--- src/rtl/revoke_pkg.sv ---
package revoke_pkg;

  // Strobes the control issues to the datapath each cycle.
  typedef struct packed {
    logic wrEn;    // privileged, in-range bitmap write
    logic wrVal;   // value to write
    logic lookEn;  // capability load inside the heap window
    logic inWin;   // pointed-to address lies inside the heap window
    logic fwdHit;  // write and lookup target the same granule
  } revStrobe_t;

endpackage

--- src/rtl/revoke_ctrl.sv ---
module revoke_ctrl
  import revoke_pkg::*;
#(
  parameter int                ADDR_W     = 32,
  parameter logic [ADDR_W-1:0] HEAP_BASE  = 32'h2000_0000,
  parameter int                HEAP_BYTES = 4096,
  parameter int                GRAN_LG    = 3,
  parameter int                GRANULES   = HEAP_BYTES >> GRAN_LG,
  parameter int                IDX_W      = $clog2(GRANULES)
) (
  input  logic              allocWrEn,
  input  logic              allocWrPriv,
  input  logic [IDX_W-1:0]  allocWrIdx,
  input  logic              allocWrVal,
  input  logic              rspValid,
  input  logic              rspIsCap,
  input  logic [ADDR_W-1:0] rspAddr,
  output revStrobe_t        strobe,
  output logic [IDX_W-1:0]  lookIdx,
  output logic [IDX_W-1:0]  wrIdx
);

  localparam logic [ADDR_W:0] BASE_EXT  = {1'b0, HEAP_BASE};
  localparam logic [ADDR_W:0] LIMIT_EXT = BASE_EXT + (ADDR_W+1)'(HEAP_BYTES);
  localparam logic [IDX_W:0]  GRAN_CNT  = (IDX_W+1)'(GRANULES);

  logic [ADDR_W:0] addrExt;
  logic [ADDR_W:0] offset;
  logic            inWin;
  logic            wrOk;
  logic            lookOk;

  // Heap window test and granule index derivation.
  always_comb begin
    addrExt = {1'b0, rspAddr};
    offset  = addrExt - BASE_EXT;
    inWin   = (addrExt >= BASE_EXT) && (addrExt < LIMIT_EXT);
    lookIdx = offset[GRAN_LG +: IDX_W];
  end

  // Write gating: privilege and index range.
  always_comb begin
    wrIdx  = allocWrIdx;
    wrOk   = allocWrEn && allocWrPriv && ({1'b0, allocWrIdx} < GRAN_CNT);
    lookOk = rspValid && rspIsCap && inWin;
  end

  always_comb begin
    strobe.wrEn   = wrOk;
    strobe.wrVal  = allocWrVal;
    strobe.lookEn = lookOk;
    strobe.inWin  = inWin;
    strobe.fwdHit = wrOk && lookOk && (allocWrIdx == lookIdx);
  end

endmodule

--- src/rtl/revoke_datapath.sv ---
module revoke_datapath
  import revoke_pkg::*;
#(
  parameter int DATA_W   = 64,
  parameter int GRANULES = 512,
  parameter int IDX_W    = $clog2(GRANULES)
) (
  input  logic              clk,
  input  logic              rstN,
  input  revStrobe_t        strobe,
  input  logic [IDX_W-1:0]  wrIdx,
  input  logic [IDX_W-1:0]  lookIdx,
  input  logic              rspValid,
  input  logic              rspIsCap,
  input  logic [DATA_W-1:0] rspData,
  input  logic              rspTag,
  output logic              outValid,
  output logic              outIsCap,
  output logic [DATA_W-1:0] outData,
  output logic              outTag
);

  logic [GRANULES-1:0] revMap;
  logic                hitQ;
  logic                validQ;
  logic                isCapQ;
  logic                tagQ;
  logic [DATA_W-1:0]   dataQ;
  logic                lookBit;

  // One flop per granule flag, each with its own write decode.
  for (genvar g = 0; g < GRANULES; g++) begin : gFlag
    always_ff @(posedge clk) begin
      if (!rstN) begin
        revMap[g] <= 1'b0;
      end else if (strobe.wrEn && (wrIdx == IDX_W'(g))) begin
        revMap[g] <= strobe.wrVal;
      end
    end
  end

  // Write-first: a same-cycle write to the looked-up granule wins.
  always_comb begin
    lookBit = strobe.fwdHit ? strobe.wrVal : revMap[lookIdx];
  end

  // Lookup result and matching delay stage for the response.
  always_ff @(posedge clk) begin
    if (!rstN) begin
      hitQ   <= 1'b0;
      validQ <= 1'b0;
      isCapQ <= 1'b0;
      tagQ   <= 1'b0;
      dataQ  <= '0;
    end else begin
      validQ <= rspValid;
      hitQ   <= strobe.lookEn && lookBit;
      if (rspValid) begin
        isCapQ <= rspIsCap;
        tagQ   <= rspTag;
        dataQ  <= rspData;
      end
    end
  end

  always_comb begin
    outValid = validQ;
    outIsCap = isCapQ;
    outData  = dataQ;
    outTag   = validQ && tagQ && !hitQ;
  end

  // output valid trails input valid by one cycle
  a_r11_valid_delay: assert property (@(posedge clk) disable iff (!rstN)
    rspValid |=> outValid);
  a_r11_idle_delay: assert property (@(posedge clk) disable iff (!rstN)
    !rspValid |=> (!outValid && !outTag));
  // data leaves unchanged one cycle later
  a_r2_data_pass: assert property (@(posedge clk) disable iff (!rstN)
    rspValid |=> (outData == $past(rspData)) && (outIsCap == $past(rspIsCap)));
  // a tag is never created
  a_r4_no_tag_create: assert property (@(posedge clk) disable iff (!rstN)
    (rspValid && !rspTag) |=> !outTag);
  // plain loads keep their tag
  a_r5_plain_pass: assert property (@(posedge clk) disable iff (!rstN)
    (rspValid && !rspIsCap) |=> (outTag == $past(rspTag)));
  // addresses outside the window are never revoked
  a_r6_out_window: assert property (@(posedge clk) disable iff (!rstN)
    (rspValid && !strobe.inWin) |=> (outTag == $past(rspTag)));
  // no accepted write, no bitmap change
  a_r8_map_stable: assert property (@(posedge clk) disable iff (!rstN)
    !strobe.wrEn |=> $stable(revMap));

endmodule

--- src/rtl/cap_revoke_filter.sv ---
module cap_revoke_filter
  import revoke_pkg::*;
#(
  parameter int                ADDR_W     = 32,
  parameter int                DATA_W     = 64,
  parameter logic [ADDR_W-1:0] HEAP_BASE  = 32'h2000_0000,
  parameter int                HEAP_BYTES = 4096,
  parameter int                GRAN_LG    = 3,
  parameter int                GRANULES   = HEAP_BYTES >> GRAN_LG,
  parameter int                IDX_W      = $clog2(GRANULES)
) (
  input  logic              clk,
  input  logic              rstN,
  input  logic              allocWrEn,
  input  logic              allocWrPriv,
  input  logic [IDX_W-1:0]  allocWrIdx,
  input  logic              allocWrVal,
  input  logic              rspValid,
  input  logic              rspIsCap,
  input  logic [DATA_W-1:0] rspData,
  input  logic              rspTag,
  output logic              outValid,
  output logic              outIsCap,
  output logic [DATA_W-1:0] outData,
  output logic              outTag
);

  revStrobe_t       strobe;
  logic [IDX_W-1:0] lookIdx;
  logic [IDX_W-1:0] wrIdx;

  revoke_ctrl #(
    .ADDR_W    (ADDR_W),
    .HEAP_BASE (HEAP_BASE),
    .HEAP_BYTES(HEAP_BYTES),
    .GRAN_LG   (GRAN_LG),
    .GRANULES  (GRANULES),
    .IDX_W     (IDX_W)
  ) uCtrl (
    .allocWrEn  (allocWrEn),
    .allocWrPriv(allocWrPriv),
    .allocWrIdx (allocWrIdx),
    .allocWrVal (allocWrVal),
    .rspValid   (rspValid),
    .rspIsCap   (rspIsCap),
    .rspAddr    (rspData[ADDR_W-1:0]),
    .strobe     (strobe),
    .lookIdx    (lookIdx),
    .wrIdx      (wrIdx)
  );

  revoke_datapath #(
    .DATA_W  (DATA_W),
    .GRANULES(GRANULES),
    .IDX_W   (IDX_W)
  ) uDp (
    .clk     (clk),
    .rstN    (rstN),
    .strobe  (strobe),
    .wrIdx   (wrIdx),
    .lookIdx (lookIdx),
    .rspValid(rspValid),
    .rspIsCap(rspIsCap),
    .rspData (rspData),
    .rspTag  (rspTag),
    .outValid(outValid),
    .outIsCap(outIsCap),
    .outData (outData),
    .outTag  (outTag)
  );

endmodule

--- config.mk ---
export PLATFORM = sky130hd
export DESIGN_NAME = cap_revoke_filter
export DESIGN_NICKNAME = d
export VERILOG_FILES = /design/src/rtl/revoke_pkg.sv /design/src/rtl/revoke_ctrl.sv /design/src/rtl/revoke_datapath.sv /design/src/rtl/cap_revoke_filter.sv
export SDC_FILE = /design/constraint.sdc
export NUM_CORES = 1
export LEC_CHECK = 0
export ABC_CLOCK_PERIOD_IN_PS = 7290
export BUFFER_PORTS_ARGS = -buffer_cell sky130_fd_sc_hd__buf_2
export CORE_ASPECT_RATIO = 1.2
export CORE_MARGIN = 4
export CORE_UTILIZATION = 39
export CTS_BUF_LIST = sky130_fd_sc_hd__clkbuf_16
export DETAILED_ROUTE_END_ITERATION = 8
export SLEW_MARGIN = 0
export SYNTH_ARGS = -nofsm -noshare
export SYNTH_HDL_FRONTEND = slang
export SYNTH_SLANG_ARGS = --single-unit
--- constraint.sdc ---
create_clock -name clk -period 7.29 [get_ports clk]
set_input_delay 1.8225 -clock clk [delete_from_list [all_inputs] [get_ports clk]]
set_output_delay 1.8225 -clock clk [all_outputs]
set_load 0.05 [all_outputs]
# --- Yosys cells after proc, flatten, opt, wreduce, memory -nomap -nowiden ---
# Cells that the tools add are included.
classes:
  add_sub_neg: 1
  magnitude_cmp: 3
  eq_ne: 512
  mux: 3
  n_reduce_logical: 523
op_table:
  columns: ["operator", "n"]
  rows:
  - ["$eq A9 B9 Y1 const B", 256]
  - ["$eq A9 B8 Y1 const B", 128]
  - ["$eq A9 B7 Y1 const B", 64]
  - ["$logic_and A1 B1 Y1", 521]
  - ["$eq A9 B6 Y1 const B", 32]
  - ["$eq A9 B5 Y1 const B", 16]
  - ["$eq A9 B4 Y1 const B", 8]
  - ["$eq A9 B3 Y1 const B", 4]
  - ["$ge A32 B30 Y1 const B", 1]
  - ["$lt A32 B30 Y1 const B", 1]
  - ["$eq A9 B2 Y1 const B", 2]
  - ["$sub A12 B1 Y12 const B", 1]
  - ["$lt A9 B10 Y1 const B", 1]
  - ["$bmux W1 S9", 1]
  - ["$eq A9 B1 Y1 const B", 1]
  - ["$eq A9 B9 Y1", 1]
  - ["$logic_not A9 Y1", 1]
  - ["$mux W1", 2]
  - ["$logic_not A1 Y1", 1]
word_totals:
  register_bits: 580
  in_bits: 81
  wordCells: 1559

# --- Depth between registers and ports, before layout ---
depth:
  word_depth: 7
  ltp_mapped: 13

# --- Cells and area by module ---
# Synthesis repeated with hierarchy kept, for this count alone.
unflattened:
  hier_cells: 3059
  area_unflattened_um2: 28055.7
modules_own_cells:
  columns: ["mod", "instances", "cells_each", "area_per_inst_um2"]
  rows:
  - ["revoke_datapath", 1, 3013, 27687.8]
  - ["revoke_ctrl", 1, 46, 367.9]

# --- Worst setup path before layout ---
# No wires, ideal clock.
synth_timing:
  kind: "in2reg"
  from: "input port rspData[3]"
  to: "register uDp.hitQ"
  setup_time_ns: 0.121
  t_arrival_ns: 3.702
  t_required_ns: 7.169
  slack_ns: 3.466
  cell_stages: 10
  path_buffers: 3
  path_cell_list: "buf_6 -> buf_12 -> buf_12 -> mux4_1 -> mux4_2 -> o2111ai_1 -> o31a_2 -> nand3_1 -> nand3_2 -> a2111oi_2"
synth_via:
  elab_chain_cells: 7
  elab_cells_between_ends: 12
  cone_classes: "add/sub: 1; order compare: 2; eq/ne: 1; mux: 3; reduce/logical: 5"
synth_lines:
  columns: ["element", "line", "text"]
  rows:
  - ["start: declaration", "cap_revoke_filter.sv:20", "input logic [DATA_W-1:0] rspData,"]
  - ["parallel branches: the longest is 6 deep, another holds $sub A12 B1 Y12", null, null]
  - ["$logic_and A1 B1 Y1 (*)", "revoke_datapath.sv:57", "hitQ <= strobe.lookEn && lookBit;"]
  - ["end signal: assignment", "revoke_datapath.sv:57", null]
  - ["end: declaration", "revoke_datapath.sv:24", "logic hitQ;"]
# Every way passes the cells marked *. The select of a mux whose other input is x is not followed.
# A chain may end at the register's enable or synchronous reset.

# --- Final worst setup path ---
# Same ends and word-level chain as after synthesis.

==> results.toml <==
[timing]
worst_slack_ns = 2.72
finalSetupTns_ns = 0
tightest_slew_ns = 1.20
fin_skew_ns = 0.0125
hold_slack_ns = 0.475
slew_violations = 0
max-slew-margin-rel = 0.200
rsz0062_at_grt = "no"
period_needed_ns = 4.57
setup_viol = 0
fmax_ghz = 0.219
finalCritPeriodShare = 0.626
hold_viol = 0

[clock_tree]
postCtsResizedCells = 0
h-tree-depth = 2
clockBufferDepth = 3
cts_root_buf = "clkbuf_16"
postCtsSetupBuffers = 0
cts_inserted_buffers = 56
path_clk_slew_ns = 0.06
cts_tree = "done"
clkSinkCount = 580
cts_hold_buf = 0
clock_latency_ns = 0.63

[synth]
synth_top_cell_by_area = "dfxtp_1"
synth.most_common_cell = "dfxtp_1"
async_reset_ff_frac = 0
syn_avg_cell_area_sq_um = 8.94
synth_xor_xnor_area_share = 0.00286
synth_seq_area_share = 0.421
yosys_warnings = 0
yosysTopAreaCellShare = 0.421
yosys.area_share.simple = 0.135
synth-adder-area-share = 0
ys_types = 65
synth.cell_area_sq_um = 27600
synth_top_family_by_area = "compound AO/OA/AOI/OAI gates"
synthMuxAreaShare = 0.145
syn-num-nets = 3167
ys_top_cells_by_count = "580 x dfxtp_1, 519 x o21ai_0, 330 x nor2_1"
postSynthCellCount = 3086
yosys_most_used_dff = "dfxtp_1"
synth-compound-area-share = 0.237
synth_area_leaders = "dfxtp_1 42%, o21ai_0 9.4%, a21boi_0 7.0%, mux4_1 6.6%, nand3_1 5.0%"
synth-edff-count = 0
ys_seq_elements = 580

[power_and_ir_drop]
sw_frac_of_total = 0.267
ir_worst_vdd_uv = 169
power_w = 0.00655
p_per_area_nw_per_um2 = 218
power_switching_w = 0.00175
seqPwrFrac = 0.489
p_int_w = 0.00480
p_comb_frac = 0.094
cellLeakagePower_nw = 10.4
clkPwrFrac = 0.416

[placement]
port_buffers = 147
dp.cells = 3879
dp_hpwl_mm = 54.9
pre_cts_slack_ns = 2.12
gp_congestion = 0.876

[detailed_routing]
drc = 2
vias = 24500
wl_per_cell_um = 25.7
postRouteAntennaNets = 0
dr.pass1.iters = 8
finalWirelength_mm = 102
avgViaCountPerCell = 6.16
drtIter0Drc = 2799

[global_route]
grt_pass1_vias = 22900
overflow = 0
antenna_found_initial = 4
grt_max_degree = 269
grtUsageTotal = 0.259
grt_pass1_wl_mm = 151

[setup_path]
r2r-start = "uDp.revMap[225]$_SDFFE_PN0P_"
r2r-end = "uDp.hitQ$_SDFF_PN0_"
worstPathMaxFanout = 86
reg2reg_depth = 8
cp.arrival_ns = 5.07
critPathCaptureType = "flop"
cp.required_ns = 7.79
setup.reg_to_reg.worst_slack_ns = 4.53
criticalPathCategory = "input port to flop"
startpoint_type = "input port"

[worst_hold_path]
hold_end = "uDp.revMap[349]$_SDFFE_PN0P_"
min_path_type = "flop to flop"
hold_start = "uDp.revMap[349]$_SDFFE_PN0P_"
hold_depth = 2

[floorplan]
die_h_um = 299
die_x_um = 251
num_rows = 106
ios = 148
start_util = 0.395
core-area_sq_um = 69900
fp.dieArea_sq_um = 75100

[cells_and_area]
instances_no_fill = 3977
synthToLayoutAreaGrowth_pct = 9.08
drive_gt1_frac = 0.118
final_nets = 3100

[job]
max_cap_viol_count = 0

[run_status]
outcome = "complete, but fails checks"
violations = "DRC"
## area by class of cell
class / instances / area (sq um)
Antenna cell: 1 / 2.50
Clock buffer: 57 / 1430
Clock inverter: 40 / 195
Fill cell: 6876 / 39800
Inverter: 5 / 18.8
Multi-Input combinational cell: 2180 / 14500
Sequential cell: 580 / 11600
Tap cell: 918 / 1150
Timing Repair Buffer: 196 / 1190
## how the worst max path moves through the flow
| stage | start | to | slack, ns | depth (start not counted) |
|---|---|---|---|---|
| 6_report | rspData[3] | uDp.hitQ$_SDFF_PN0_ | 2.72 | 9 |
| 2_1_floorplan | rspData[3] | uDp.hitQ$_SDFF_PN0_ | 3.47 | 10 |
| 3_3_place_gp | rspData[3] | uDp.hitQ$_SDFF_PN0_ | 2.12 | 10 |
| 3_5_place_dp | rspData[3] | uDp.hitQ$_SDFF_PN0_ | 2.12 | 10 |
| 4_1_cts | rspData[3] | uDp.hitQ$_SDFF_PN0_ | 2.78 | 10 |
| 5_1_grt | rspData[3] | uDp.hitQ$_SDFF_PN0_ | 2.64 | 10 |
## routing by layer
metal	track usage	wire length [um]
met1	0.342	41100
met2	0.413	46400
met3	0.0433	8830
met4	0.128	5790
met5	0	63
## power by group through the flow
stage | Sequential [W] | Combinational (W) | Clock (W)
final | 0.00320 | 0.000618 | 0.00273
after global routing | 0.00320 | 0.000641 | 0.00287
after CTS | 0.00320 | 0.000604 | 0.00276
after detailed placement | 0.00327 | 0.000604 | 0
after global placement | 0.00327 | 0.000602 | 0
after floorplan | 0.00335 | 0.000334 | 0
## sequential cells by signal, summed over array words and instances (netlist names)
| name | count |
|---|---|
| uDp.outIsCap | 1 |
| uDp.hitQ | 1 |
| uDp.tagQ | 1 |
| uDp.revMap | 512 |
| uDp.outValid | 1 |
| uDp.outData | 64 |
## cells by family after synthesis
| kind of cell | Yosys count |
|---|---|
| AO/OA/AOI/OAI | 1118 |
| AND/OR/NAND/NOR | 814 |
| flip-flops | 580 |
| buffers and inverters | 326 |
| multiplexers | 239 |
| XOR/XNOR | 9 |
## per-stage QoR
step / utilization / area (sq um)
after CTS: 0.431 / 30100
after global placement: 0.407 / 28500
after detailed placement: 0.407 / 28500
final: 0.431 / 30100
after global routing: 0.431 / 30100
after floorplan: - / 27600
## worst max-delay path: stages
cell and delay [ns]:
clkbuf_8 0.56, buf_12 0.57, mux4_1 0.69, mux4_2 0.51, o22a_2 0.26, a32oi_1 0.18
o211ai_2 0.14, nand3_2 0.14, a2111oi_2 0.07
## layout by cell type, fill, tap and decap left out, types with 8 or more instances in the layout
cell type	Yosys	routed
buf_2	9	142
nand3_1	275	269
inv_1	2	16
mux2_2	10	10
nand2_1	74	71
clkbuf_16	0	57
a21boi_0	257	257
a221oi_1	16	16
nor2_4	0	8
mux2i_1	123	123
nor2b_1	77	76
mux4_1	69	69
a22oi_1	14	14
nor3_1	17	11
nor2_1	330	318
mux4_2	35	35
clkinv_1	2	18
buf_4	5	46
o21ai_0	519	519
a21oi_1	262	262
xnor2_1	8	8
nand2b_1	14	14
dfxtp_1	580	580
No activity file was read; power rests on OpenSTA's default activity.
